File: src/rtl/prg_pkg.sv
`timescale 1ns/1ps
package prg_pkg;

  // Event outputs carried together into the output register.
  typedef struct packed {
    logic pf;
    logic irq;
  } prg_evt_t;

  // Effective boundary bit count for a rate code; codes 1 and 2 fold to 8 and 9.
  function automatic int unsigned rate_shift(input int unsigned code,
                                             input int unsigned limit);
    int unsigned eff;
    eff = (code == 1 || code == 2) ? code + 7 : code;
    if (eff == 0) return 0;
    if (eff - 1 > limit) return limit;
    return eff - 1;
  endfunction

endpackage

File: src/rtl/prg_tick_counter.sv
`timescale 1ns/1ps
module prg_tick_counter #(
  parameter int CNT_W = 16
) (
  input  logic             clk,
  input  logic             rst,
  input  logic             tick_i,
  output logic [CNT_W-1:0] cnt_o
);

  always_ff @(posedge clk) begin
    if (rst)         cnt_o <= '0;
    else if (tick_i) cnt_o <= cnt_o + 1'b1;
  end

  assert_count_step_R9: assert property (@(posedge clk) disable iff (rst)
    tick_i |=> cnt_o == CNT_W'($past(cnt_o) + 1'b1));

  assert_count_hold_R9: assert property (@(posedge clk) disable iff (rst)
    !tick_i |=> $stable(cnt_o));

endmodule

File: src/rtl/prg_rate_decode.sv
`timescale 1ns/1ps
module prg_rate_decode
  import prg_pkg::*;
#(
  parameter int RATE_W = 4,
  parameter int CNT_W  = 16,
  parameter int SH_W   = 5
) (
  input  logic [RATE_W-1:0] rate_i,
  output logic              active_o,
  output logic [SH_W-1:0]   shift_o
);

  always_comb begin
    active_o = |rate_i;
    shift_o  = SH_W'(rate_shift(32'(rate_i), 32'(CNT_W - 1)));
  end

endmodule

File: src/rtl/prg_boundary.sv
`timescale 1ns/1ps
module prg_boundary #(
  parameter int CNT_W = 16,
  parameter int SH_W  = 5
) (
  input  logic [CNT_W-1:0] cnt_i,
  input  logic             tick_i,
  input  logic             active_i,
  input  logic [SH_W-1:0]  shift_i,
  output logic             hit_o
);

  logic [CNT_W-1:0] mask;
  logic [CNT_W-1:0] nxt;

  // Low 'shift' bits of the count must roll over to zero on a boundary.
  for (genvar i = 0; i < CNT_W; i++) begin : g_mask
    assign mask[i] = (SH_W'(i) < shift_i);
  end

  assign nxt   = cnt_i + 1'b1;
  assign hit_o = tick_i & active_i & ~|(nxt & mask);

endmodule

File: src/rtl/periodic_rate_gen.sv
`timescale 1ns/1ps
module periodic_rate_gen
  import prg_pkg::*;
#(
  parameter int CNT_W            = 16,
  parameter int RATE_W           = 4,
  parameter bit FLAG_WHEN_MASKED = 1'b0
) (
  input  logic              clk,
  input  logic              rst,
  input  logic              tick_i,
  input  logic [RATE_W-1:0] rate_sel_i,
  input  logic              per_en_i,
  output logic              pf_o,
  output logic              irq_o
);

  localparam int SH_W = $clog2(CNT_W) + 1;

  logic [CNT_W-1:0] cnt;
  logic             active;
  logic [SH_W-1:0]  shift;
  logic             hit;
  logic             flag_qual;
  prg_evt_t         evt_d, evt_q;

  prg_tick_counter #(.CNT_W(CNT_W)) u_cnt (
    .clk   (clk),
    .rst   (rst),
    .tick_i(tick_i),
    .cnt_o (cnt)
  );

  prg_rate_decode #(.RATE_W(RATE_W), .CNT_W(CNT_W), .SH_W(SH_W)) u_dec (
    .rate_i  (rate_sel_i),
    .active_o(active),
    .shift_o (shift)
  );

  prg_boundary #(.CNT_W(CNT_W), .SH_W(SH_W)) u_bnd (
    .cnt_i   (cnt),
    .tick_i  (tick_i),
    .active_i(active),
    .shift_i (shift),
    .hit_o   (hit)
  );

  if (FLAG_WHEN_MASKED) begin : g_flag_free
    assign flag_qual = 1'b1;
  end else begin : g_flag_gated
    assign flag_qual = per_en_i;
    assert_flag_needs_en_R7: assert property (@(posedge clk) disable iff (rst)
      pf_o |-> $past(per_en_i));
  end

  always_comb begin
    evt_d.pf  = hit & flag_qual;
    evt_d.irq = hit & per_en_i;
  end

  always_ff @(posedge clk) begin
    if (rst) evt_q <= '0;
    else     evt_q <= evt_d;
  end

  assign pf_o  = evt_q.pf;
  assign irq_o = evt_q.irq;

  assert_pulse_on_tick_R9: assert property (@(posedge clk) disable iff (rst)
    pf_o |-> $past(tick_i));

  assert_code0_silent_R2: assert property (@(posedge clk) disable iff (rst)
    pf_o |-> $past(rate_sel_i) != '0);

  assert_irq_enabled_R8: assert property (@(posedge clk) disable iff (rst)
    irq_o |-> $past(per_en_i));

  assert_single_cycle_R7: assert property (@(posedge clk) disable iff (rst)
    pf_o |=> !pf_o);

endmodule

File: config.mk
export PLATFORM = sky130hd
export DESIGN_NAME = periodic_rate_gen
export DESIGN_NICKNAME = d
export VERILOG_FILES = /design/src/rtl/prg_pkg.sv /design/src/rtl/prg_tick_counter.sv /design/src/rtl/prg_rate_decode.sv /design/src/rtl/prg_boundary.sv /design/src/rtl/periodic_rate_gen.sv
export SDC_FILE = /design/constraint.sdc
export NUM_CORES = 1
export LEC_CHECK = 0
export BUFFER_PORTS_ARGS = -buffer_cell sky130_fd_sc_hd__buf_2
export CAP_MARGIN = 20
export CORE_UTILIZATION = 29
export DETAILED_ROUTE_END_ITERATION = 10
export SLEW_MARGIN = 20
export SYNTH_ARGS = -nofsm -noshare
export SYNTH_HDL_FRONTEND = slang
export SYNTH_HIERARCHICAL = 1
export SYNTH_SLANG_ARGS = --single-unit
File: constraint.sdc
create_clock -name clk -period 3.4 [get_ports clk]
set_clock_uncertainty 0.15 [all_clocks]
set_input_delay 0.17 -clock clk [delete_from_list [all_inputs] [get_ports clk]]
set_output_delay 0.17 -clock clk [all_outputs]
set_load 0.01 [all_outputs]
==> results.json <==
{
  "gp_congestion": 0.770,
  "critPathRequiredTime_ns": 3.45,
  "cp-startpoint": "rate_sel_i[1]",
  "crit_fanout": 11,
  "synthFlopType": "dfxtp_1",
  "via_per_inst": 4.98,
  "clock.fmax_mhz": 346,
  "path_depth": 14,
  "finalWorstSetupSlack_ns": 0.511,
  "async_flop_share_pct": 0,
  "grt_remaining_overflow": 0,
  "antenna_found_initial": 0,
  "min_from": "tick_i",
  "cts_resized": 0,
  "cp_slowest_cell": "a31oi_1",
  "hold_depth": 3,
  "route.detailed.drc": 0,
  "hold_violations": 0,
  "arrival_ns": 2.94,
  "p_leak_nw": 0.615,
  "reg2reg_from": "u_cnt/cnt_o[0]",
  "grt_max_degree": 21,
  "synth_edf_count": 0,
  "clkTransAtPathRegs_ns": 0.07,
  "drt_wl_total_mm": 3.06,
  "syn_nets": 210,
  "holdBufCountCts": 1,
  "clkSinkCount": 17,
  "critPathBufInv": 2,
  "syn_area_per_cell_sq_um": 7.99,
  "layout_commonest_cell": "nor2_1",
  "syn_to_final_growth_pct": 10.0,
  "place_hpwl_mm": 2.32,
  "ys_ff_latch": 17,
  "chipHeight_um": 75.3,
  "relSlewSlack_pct": 63.2,
  "tightest_slew_ns": 0.552,
  "period_needed_ns": 2.89,
  "gr-usage-met1_pct": 16.0,
  "wl_per_cell_um": 11.2,
  "dieArea_sq_mm": 0.00567,
  "netlist_area_sq_mm": 0.00156,
  "yosysUniqueCellTypes": 48,
  "die_w_um": 75.3,
  "rsz0062_at_grt": "no",
  "grt_busiest_layer": "met2",
  "ctsHtreeMaxLevel": 1,
  "grt_pass1_wl_mm": 5.32,
  "final_cell_mix": "25 x nor2_1, 18 x xnor2_1, 17 x dfxtp_1, 16 x nand2_1, 12 x a21oi_1",
  "tritoncts": "yes",
  "synthCells": 195,
  "grt_pass1_vias": 1221,
  "tns_ns": 0,
  "core-area_sq_mm": 0.00514,
  "antenna_left": 0,
  "first_iter_violations": 61,
  "cts_setup_buffers": 0,
  "finalSetupViolCount": 0,
  "hp-class": "in2reg",
  "diodes": 0,
  "fin_cells": 273,
  "start_kind": "input pin",
  "clkLatencyLatePin_ns": 0.26,
  "status": "completed",
  "start_util_pct": 30.3,
  "numCtsBuffers": 3,
  "crit_chain": "buf_2, inv_1, ha_1, or2_4, a31oi_1, nand2_2, mux2_4, nor3_2, a21oi_1, a31oi_1, nand4_1, nor4_1, and3_1, and3b_1",
  "yosysSeqAreaShare_pct": 21.8,
  "first_pass_iters": 4,
  "ir_worst_vdd_mv": 0.108,
  "end_kind": "flop",
  "pre_cts_ws_ns": 0.263,
  "clockBufferDepth": 2,
  "clockRootBuffer": "clkbuf_8",
  "crit_top_cell": "a31oi_1",
  "drive_gt1_share_pct": 17.7,
  "io_pins": 10,
  "met3_usage_pct": 2.78,
  "max_stage_delay_ns": 0.38,
  "p_per_area_mw_per_mm2": 264,
  "finalNetCount": 219,
  "use_met2_pct": 19.6,
  "slew_viol_final": 0,
  "dpl.cell_count": 268,
  "r2r_cells": 8,
  "io_buffers": 9,
  "period_share_pct": 85.0,
  "fill_cells": 578,
  "synth_warnings": 6,
  "grt_usage_pct": 12.2,
  "vias": 1360,
  "cpLargestDelayFamily": "simple AND/OR/NAND/NOR gates",
  "crit_type": "in2reg",
  "rows": 26,
  "cap_viol_max_count": 0
}
## layout make-up
class | count | area (sq um) | share of cell area [%]
Inverter | 9 | 33.8 | 1.97
Timing Repair Buffer | 12 | 70.1 | 4.08
Multi-Input combinational cell | 161 | 1140 | 66.4
Sequential cell | 17 | 340 | 19.8
Clock buffer | 4 | 45.0 | 2.63
Tap cell | 70 | 87.6 | 5.11
## registers in the layout, indices dropped and copies added (netlist names)
register,flops
u_cnt/cnt_o,16
pf_o,1
## Yosys cell counts, types with 3 or more instances
cell	number	area [sq um]
nor2_1	25	93.8
xnor2_1	18	158
dfxtp_1	17	340
nand2_1	16	60.1
a21oi_1	12	60.1
inv_1	9	33.8
nand3_1	8	40.0
ha_1	7	87.6
nor3_1	7	35.0
a31oi_1	5	31.3
o21ai_0	5	25.0
xor2_1	5	43.8
buf_4	4	30.0
nor4_1	4	25.0
o22ai_1	4	25.0
and3_1	3	18.8
clkbuf_1	3	11.3
nand2b_1	3	18.8
## kinds of logic (layout without fill, tap and decap cells)
family,count (synthesis),count (layout),share of synthesized area (%)
XOR/XNOR,23,23,12.9
AND/OR/NAND/NOR,90,90,35.3
adder cells (fa/ha/maj),7,7,5.62
other,1,1,0.241
flip-flops,17,17,21.8
AO/OA/AOI/OAI,36,36,15.9
buffers and inverters,17,25,5.14
multiplexers,4,4,3.05
## power breakdown
| part | total (mW) | switching (mW) | internal (mW) |
|---|---|---|---|
| Clock | 0.158 | 0.0748 | 0.0833 |
| Sequential | 0.208 | 0.00578 | 0.202 |
| Combinational | 0.0872 | 0.0523 | 0.0349 |
| Total | 0.453 | 0.133 | 0.320 |
## path summary, 6_finish.rpt
kind / endpoint / slack [ns]
max reg2reg: pf_o / 1.21
min: u_cnt/cnt_o[0] / 0.14
min reg2reg: u_cnt/cnt_o[13] / 0.40
max: pf_o / 0.51
## metrics by stage
stage / util [%] / power [mW] / hold slack, ns / area, sq um
floorplan: - / 0.280 / 0.168 / 1560
global placement: 32.3 / 0.298 / 0.277 / 1660
detailed placement: 32.3 / 0.298 / 0.271 / 1660
CTS: 33.4 / 0.461 / 0.143 / 1720
global route: 33.4 / 0.485 / 0.156 / 1720
finish: 33.4 / 0.453 / 0.143 / 1720
## per-layer routing
metal | wire [um] | vias up
met5 | 0 | -
met4 | 38 | 0
met3 | 80 | 5
met2 | 1330 | 11
met1 | 1610 | 628
li1 | - | 716
## worst reg2reg max path, stage by stage, from the launching register on
cell	delay (ns)
dfxtp_1	0.50
ha_1	0.23
nand2_1	0.17
nor3_1	0.27
xnor2_1	0.15
nor2_1	0.05
nor4_1	0.29
and3_1	0.19
and3b_1	0.14
(Power assumes the default switching activity.)
